## src/rtl/rxq_pkg.sv

```systemverilog
package rxq_pkg;
    localparam int DATA_W = 8;
    typedef logic [DATA_W-1:0] byte_t;
endpackage

```

## src/rtl/rxq_store.sv

```systemverilog
module rxq_store #(
    parameter int DEPTH = 4,
    parameter int W     = 8,
    localparam int PW   = $clog2(DEPTH)
) (
    input  logic          clk,
    input  logic          rst_n,
    input  logic          wr_en,
    input  logic [PW-1:0] wr_idx,
    input  logic [W-1:0]  wr_val,
    input  logic [PW-1:0] rd_idx,
    output logic [W-1:0]  rd_val
);
    logic [W-1:0] mem_q [DEPTH];
    logic [W-1:0] mem_d [DEPTH];

    always_comb begin
        for (int i = 0; i < DEPTH; i++) begin
            mem_d[i] = mem_q[i];
        end
        if (wr_en) begin
            mem_d[wr_idx] = wr_val;
        end
    end

    for (genvar g = 0; g < DEPTH; g++) begin : g_slot
        always_ff @(posedge clk or negedge rst_n) begin
            if (!rst_n) mem_q[g] <= '0;
            else        mem_q[g] <= mem_d[g];
        end
    end

    assign rd_val = mem_q[rd_idx];
endmodule

```

## src/rtl/rxq_brk.sv

```systemverilog
module rxq_brk (
    input  logic clk,
    input  logic rst_n,
    input  logic set_i,
    input  logic clr_i,
    output logic flag_o
);
    logic flag_d, flag_q;

    always_comb begin
        flag_d = flag_q;
        if (clr_i) flag_d = 1'b0;
        if (set_i) flag_d = 1'b1;
    end

    always_ff @(posedge clk or negedge rst_n) begin
        if (!rst_n) flag_q <= 1'b0;
        else        flag_q <= flag_d;
    end

    assign flag_o = flag_q;


    brk_sticky_chk: assert property (@(posedge clk) disable iff (!rst_n)
        (flag_q && !clr_i) |=> flag_q);
endmodule

```

## src/rtl/rxq_top.sv

```systemverilog
module rxq_top
    import rxq_pkg::*;
#(
    parameter int DEPTH = 4,
    localparam int PW   = $clog2(DEPTH),
    localparam int CW   = $clog2(DEPTH + 1)
) (
    input  logic              clk,
    input  logic              rst_n,
    input  logic              rx_en,
    input  logic              in_valid,
    input  logic [DATA_W-1:0] in_data,
    output logic              in_ready,
    input  logic              brk_evt,
    input  logic              brk_clr,
    input  logic              flush,
    input  logic              rd_pop,
    output logic [DATA_W-1:0] rd_data,
    output logic              rx_avail,
    output logic              rx_full,
    output logic              brk_flag
);
    localparam logic [CW-1:0] FULL_CNT = CW'(DEPTH);

    typedef struct packed {
        logic [PW-1:0] head;
        logic [CW-1:0] cnt;
    } ctl_t;

    ctl_t ctl_d, ctl_q;

    logic          wr_en;
    logic [PW-1:0] wr_idx;
    byte_t         wr_val;
    byte_t         mem_out;
    logic          hs_push, do_pop, is_full, is_empty;

    function automatic logic [PW-1:0] wrap(input logic [PW:0] v);
        return (v >= (PW+1)'(DEPTH)) ? PW'(v - (PW+1)'(DEPTH)) : PW'(v);
    endfunction

    assign is_full  = (ctl_q.cnt == FULL_CNT);
    assign is_empty = (ctl_q.cnt == '0);
    assign in_ready = rx_en && !is_full;
    assign hs_push  = in_valid && in_ready && !brk_evt;
    assign do_pop   = rd_pop && !is_empty;

    always_comb begin
        ctl_d  = ctl_q;
        wr_en  = 1'b0;
        wr_idx = '0;
        wr_val = '0;
        if (flush) begin
            ctl_d.head = '0;
            ctl_d.cnt  = '0;
        end else begin
            if (do_pop) begin
                ctl_d.head = wrap({1'b0, ctl_q.head} + 1'b1);
            end
            if (brk_evt) begin
                wr_en  = 1'b1;
                wr_val = '0;
                if (is_full && !do_pop) begin
                    wr_idx = wrap({1'b0, ctl_q.head} + (PW+1)'(DEPTH - 1));
                end else begin
                    wr_idx = wrap({1'b0, ctl_q.head} + (PW+1)'(ctl_q.cnt));
                    if (!do_pop) ctl_d.cnt = ctl_q.cnt + 1'b1;
                end
            end else if (hs_push) begin
                wr_en  = 1'b1;
                wr_val = in_data;
                wr_idx = wrap({1'b0, ctl_q.head} + (PW+1)'(ctl_q.cnt));
                if (!do_pop) ctl_d.cnt = ctl_q.cnt + 1'b1;
            end else if (do_pop) begin
                ctl_d.cnt = ctl_q.cnt - 1'b1;
            end
        end
    end

    always_ff @(posedge clk or negedge rst_n) begin
        if (!rst_n) ctl_q <= '0;
        else        ctl_q <= ctl_d;
    end

    rxq_store #(.DEPTH(DEPTH), .W(DATA_W)) store_i (
        .clk    (clk),
        .rst_n  (rst_n),
        .wr_en  (wr_en),
        .wr_idx (wr_idx),
        .wr_val (wr_val),
        .rd_idx (ctl_q.head),
        .rd_val (mem_out)
    );

    rxq_brk brk_i (
        .clk    (clk),
        .rst_n  (rst_n),
        .set_i  (brk_evt),
        .clr_i  (brk_clr),
        .flag_o (brk_flag)
    );

    assign rd_data  = is_empty ? '0 : mem_out;
    assign rx_avail = !is_empty;
    assign rx_full  = is_full;


    flush_empty_chk: assert property (@(posedge clk) disable iff (!rst_n)
        flush |=> (!rx_avail && !rx_full));

    empty_pop_chk: assert property (@(posedge clk) disable iff (!rst_n)
        (!rx_avail && rd_pop && !flush && !brk_evt && !(in_valid && in_ready)) |=> !rx_avail);

    brk_full_chk: assert property (@(posedge clk) disable iff (!rst_n)
        (rx_full && brk_evt && !flush && !rd_pop) |=> rx_full);

    no_overflow_chk: assert property (@(posedge clk) disable iff (!rst_n)
        ctl_q.cnt <= FULL_CNT);

    push_avail_chk: assert property (@(posedge clk) disable iff (!rst_n)
        (in_valid && in_ready && !flush && !rd_pop) |=> rx_avail);
endmodule

```

## config.mk

```make
export PLATFORM = sky130hd
export DESIGN_NAME = rxq_top
export DESIGN_NICKNAME = d
export VERILOG_FILES = /design/src/rtl/rxq_pkg.sv /design/src/rtl/rxq_store.sv /design/src/rtl/rxq_brk.sv /design/src/rtl/rxq_top.sv
export SDC_FILE = /design/constraint.sdc
export NUM_CORES = 1
export LEC_CHECK = 0
export ABC_AREA = 1
export BUFFER_PORTS_ARGS = -buffer_cell sky130_fd_sc_hd__buf_2
export CORE_AREA = 3 3 92 59
export DETAILED_ROUTE_END_ITERATION = 8
export DIE_AREA = 0 0 95 62
export GPL_ROUTABILITY_DRIVEN = 0
export PLACE_DENSITY = 0.79
export SLEW_MARGIN = 10
export SYNTH_ARGS = -nofsm -noshare
export SYNTH_HDL_FRONTEND = slang
export SYNTH_HIERARCHICAL = 1
export SYNTH_SLANG_ARGS = --single-unit
```

## constraint.sdc

```tcl
create_clock -name clk -period 2.65 [get_ports clk]
set_input_delay 0.3975 -clock clk [delete_from_list [all_inputs] [get_ports clk]]
set_output_delay 0.3975 -clock clk [all_outputs]
set_load 0.05 [all_outputs]
```

; ---- After elaboration in Yosys (flattened, before gate mapping)
; Cells that the tools add are included.
[totals]
ff_bits = 38
inputBits = 16
output_inout_bits = 12
word_cells = 69
[classes]
add_sub_neg = 8
n_lt_le_gt_ge = 6
eq_ne = 2
mux = 29
bitwise = 2
reduce_logical = 15
[ops]
columns = cell, count
row1 = $mux 8, 7
row2 = $bwmux 32, 1
row3 = $bmux 8 s2, 1
row4 = $demux 8 s2, 1
row5 = $mux 2, 8
row6 = $ge 3x3->1 const B, 5
row7 = $mux 3, 5
row8 = $logic_and 1x1->1, 6
row9 = $not 2->3, 2
row10 = $sub 2x1->2 const B, 3
row11 = $mux 1, 5
row12 = $mux 5, 1
row13 = $logic_not 1->1, 4
row14 = $reduce_bool 2->1, 2
row15 = $reduce_bool 4->1, 1
row16 = $add 2x1->3 const B, 1
row17 = $add 2x2->3 const B, 1
row18 = $add 2x3->3, 1
row19 = $add 3x1->3 const B, 1
row20 = $eq 3x3->1 const B, 1
row21 = $logic_not 3->1, 1
row22 = $lt 3x1->1 const B, 1
row23 = $ne 3x3->1 const B, 1
row24 = $sub 3x1->3 const B, 1
row25 = $reduce_and 2->1, 1

; ---- Depth between registers and ports, before layout
[depth]
depth_word = 14
mapped_depth = 14
ltp_nobuf = 13

; ---- Hierarchy
; Netlist, hierarchy kept.
[by_module_without_submodules]
columns = mod, n_inst, cells_per_inst, area_each_um2, seq_area_each_um2
row1 = rxq_store, 1, 235, 1785.5, 800.8
row2 = rxq_top, 1, 114, 683.2, 125.1
row3 = rxq_brk, 1, 5, 40.0, 25.0

; ---- Worst setup path before layout
; Ideal clock, no wire load.
[synth_timing]
path_kind = register to register
startpoint = register ctl_q[0] (netlist name)
endpoint = register store_i/mem_q[16] (netlist name)
setup_ps = 117
t_arrival_ps = 2265
required_ps = 2533
setup_slack_ps = 268
stages_incl_launch_ff = 13
n_path_buf = 1
period_less_slack_ps = 2382
path_cell_list = dfrtp_1 -> inv_1 -> ha_1 -> nand2_2 -> inv_2 -> nand3_4 -> clkinv_1 -> nor2_1 -> a211oi_1 -> buf_6 -> nand3_4 -> nand2_1 -> nand2_1
[synth_via]
elab_chain_len = 14
word_cells_on_any_way = 31
classes_between = add/sub: 2 / order compare: 3 / eq/ne: 1 / mux: 14 / bitwise: 1 / reduce/logical: 10
[synth_rtl]
columns = element, line
row1 = from (decl), rxq_top.sv:30  ; ctl_t ctl_d, ctl_q;
row2 = from (signal assigned), rxq_top.sv:82  ; else ctl_q <= ctl_d;
row3 = $eq 3x3->1 *, rxq_top.sv:42  ; assign is_full = (ctl_q.cnt == FULL_CNT);
row4 = net rx_full, rxq_top.sv:20  ; output logic rx_full,
row5 = $logic_not 1->1, rxq_top.sv:44  ; assign in_ready = rx_en && !is_full;
row6 = $logic_and 1x1->1, rxq_top.sv:44
row7 = $logic_and 1x1->1 (2 in a row), rxq_top.sv:45  ; assign hs_push = in_valid && in_ready && !brk_evt;
row8 = $mux 2, rxq_top.sv:69  ; end else if (hs_push) begin
row9 = $mux 2 *, rxq_top.sv:60  ; if (brk_evt) begin
row10 = $mux 2 *, rxq_top.sv:53  ; if (flush) begin
row11 = net wr_idx[0], rxq_top.sv:33  ; logic [PW-1:0] wr_idx;
row12 = $not 2->3 (implied by the code) *, rxq_store.sv:22  ; mem_d[wr_idx] = wr_val;
row13 = $ge 3x3->1 (implied by the code) / $lt 3x1->1 (equally long branches), rxq_store.sv:22
row14 = $logic_and 1x1->1 (implied by the code), rxq_store.sv:22
row15 = $mux 8 (implied by the code), rxq_store.sv:22
row16 = $demux 8 s2 *, rxq_store.sv:22
row17 = $bwmux 32 *, rxq_store.sv:22
row18 = "to (signal, indexed assignment)", rxq_store.sv:29  ; else mem_q[g] <= mem_d[g];
row19 = to (decl), rxq_store.sv:14  ; logic [W-1:0] mem_q [DEPTH];
; Mark *: on every way through the listed nets, which the timed path passes. The rest lies on a longest branch.
; A chain may end at the register's enable or synchronous reset.

; ---- Final worst setup path
[layout_timing]
startpoint = register ctl_q[0] (netlist name)
endpoint = register store_i/mem_q[1] (netlist name)
[layout_via]
word_cells_on_any_way = 31
classes_between = add/sub: 2 / order compare: 3 / eq/ne: 1 / mux: 14 / bitwise: 1 / reduce/logical: 10
[layout_rtl]
columns = element, line
row1 = $eq 3x3->1, rxq_top.sv:42
row2 = $logic_not 1->1, rxq_top.sv:44
row3 = $logic_and 1x1->1, rxq_top.sv:44
row4 = $logic_and 1x1->1 (2 in a row), rxq_top.sv:45
row5 = $mux 1, rxq_top.sv:69
row6 = $mux 1, rxq_top.sv:60
row7 = $mux 1, rxq_top.sv:53
row8 = net wr_en, rxq_top.sv:32  ; logic wr_en;
; The timed path passes the listed nets, and every way through them passes these cells.

==> qor.yml <==
grt_max_degree: 39
drv_slew: 0
ys_ff_latch: 38
status: "finished clean"
cts_resized: 0
layout_common_cells: "nand2_1 (126), inv_1 (66), dfrtp_1 (38)"
max_stage_delay_ns: 0.43
synth_warnings: 6
htree_levels: 2
first_global_vias: 2161
track_usage_pct: 23.73
syn_area_sq_um: 2509
slowest_stage: "dfrtp_1"
cp_max_fo: 16
crit_chain: "inv_1 > ha_1 > nand2_2 > nand3_4 > nand2_4 > nand2_1 > inv_1 > nand3_1 > o21ai_1 > buf_4 > nand3_4 > nand2_1 > o21ai_2"
cp-start-kind: "flop"
drtPass1Iterations: 5
postCtsHoldBufs: 0
ir_drop_v: 0.0003819
drtIter0Drc: 271
max_freq_mhz: 426.0
dieArea_sq_um: 5890
slew_headroom_pct: 43.00
clkTransAtPathRegs_ns: 0.07
area_growth_pct: 9.825
antenna_cells: 0
cp.required_ns: 2.83
antenna_found_initial: 0
io_buffers: 27
crit_buf_inv: 3
cts_sinks: 38
post-cts-setup-buffers: 0
period_share_pct: 88.58
power_uw: 2241
synthCells: 354
grt_pass1_wl_mm: 10.45
cts_root_buffer: "clkbuf_8"
path_class: "reg2reg"
fin_setup_tns_ns: 0
synthesis.nets: 374
dp.cells: 438
n_fill_cell: 413
finalHoldViolCount: 0
dr_total_vias: 2283
cap_violations: 0
end_kind: "flop"
fin_area_sq_um: 2755
wl_per_cell_um: 13.84
period_minus_slack_ns: 2.347
nNetsFinal: 402
drive_gt1_share_pct: 17.59
leakage_uw: 0.001481
cellPowerDensity_nw_per_um2: 813.3
skew_ns: 0.007506
rsz0062_at_grt: "no"
cts_buffers: 5
min_path_type: "in2async"
ys_types: 26
die_h_um: 62
hpwl_mm: 4.545
worst_pin_slew_ns: 0.8550
yosysSeqAreaShare_pct: 37.91
final_cells: 444
clk_path_buf_depth: 2
vias_per_cell: 5.142
core_area_sq_um: 4588
drt_wl_total_mm: 6.144
clk_latency_ns: 0.29
ant_nets: 0
cts_tree: "yes"
avgSynthCellArea_sq_um: 7.087
start_util_pct: 54.68
remaining_drc_errors: 0
grt_overflow_total: 0
final_common_cell: "nand2_1"
setup_viol: 0
die_w_um: 95
place_area_sq_um: 2673
ios: 28
core.rowCount: 19
path_delay_family: "simple AND/OR/NAND/NOR gates"
cp.arrival_ns: 2.53
-- final timing paths --
| kind | start | slack (ns) | cells past startpoint | endpoint |
|---|---|---|---|---|
| worst max-delay path | ctl_q[0] | 0.30 | 13 | store_i/mem_q[1] |
| worst min-delay path | rst_n | 0.22 | 1 | store_i/mem_q[1] |
| worst max register to register | ctl_q[0] | 0.30 | 13 | store_i/mem_q[1] |
| worst min register to register | store_i/mem_q[18] | 0.47 | 2 | store_i/mem_q[18] |
| max in group asynchronous | rst_n | 1.90 | 1 | store_i/mem_q[23] |
| min in group clk | brk_clr | 0.32 | 4 | brk_i/flag_o |
-- logic make-up after synthesis --
| family | after synthesis | synth area share (%) |
|---|---|---|
| buf+inv | 82 | 14.16 |
| compound gates | 14 | 4.239 |
| flops | 38 | 37.91 |
| simple gates | 212 | 40.30 |
| fa+ha+maj | 4 | 1.995 |
| xor+xnor | 4 | 1.397 |
-- power by group --
group	leakage [uW]	internal (uW)	switching, uW	total (uW)
registers	0.000521	644	65.7	709
clock network	0.0000431	201	193	394
logic	0.000916	310	827	1140
-- synth_stat cells (all sizes together) --
cell | n | area (sq um)
or2 | 1 | 6.260
nand2 | 132 | 530.5
xnor2 | 2 | 17.52
dfrtp | 38 | 950.9
inv | 71 | 266.5
o21ai | 12 | 93.84
nand3 | 37 | 247.7
a21oi | 1 | 5.000
nand4 | 17 | 106.4
xor2 | 2 | 17.52
buf | 10 | 85.08
a211oi | 1 | 7.510
nor2 | 25 | 120.1
clkinv | 1 | 3.750
ha | 4 | 50.05
-- stage by stage --
| step | setup slack, ns | hold slack (ns) | util, % |
|---|---|---|---|
| 6_report | 0.3025 | 0.2157 | 60.05 |
| 2_1_floorplan | 0.2684 | 0.1019 | - |
| 5_1_grt | 0.05466 | 0.2702 | 60.05 |
| 4_1_cts | 0.3192 | 0.2456 | 60.05 |
| 3_3_place_gp | 0.4704 | 0.4530 | 58.25 |
| 3_5_place_dp | 0.3480 | 0.4596 | 58.25 |
-- flip-flops by register name (all words and copies together) (netlist names) --
| name | flops |
|---|---|
| brk_i/flag_o | 1 |
| ctl_q | 5 |
| store_i/mem_q | 32 |
-- metal layers --
layer | track usage (%) | vias up | routed length [um]
met5 | 0 | - | 0
met4 | 8.008 | 0 | 87
met3 | 6.378 | 10 | 734
met2 | 32.67 | 115 | 2399
met1 | 35.89 | 1027 | 2923
li1 | - | 1131 | -
-- worst reg2reg max path, cell delays in order, from the launching register on --
cell     delay (ns)
dfrtp_1        0.43
inv_1          0.11
ha_1           0.26
nand2_2        0.13
nand3_4        0.13
nand2_4        0.13
nand2_1        0.10
inv_1          0.09
nand3_1        0.07
o21ai_1        0.08
buf_4          0.25
nand3_4        0.23
nand2_1        0.16
o21ai_2        0.06
-- area by class of cell --
type / instances / area, sq um / area share (%)
clock buffers: 6 / 82.58 / 2.997
inverters: 72 / 270.3 / 9.809
multi-input cells: 234 / 1207 / 43.82
flip-flops and latches: 38 / 950.9 / 34.51
well taps: 63 / 78.83 / 2.861
repair buffers: 31 / 165.2 / 5.995
No activity file was read; power rests on OpenSTA's default activity.
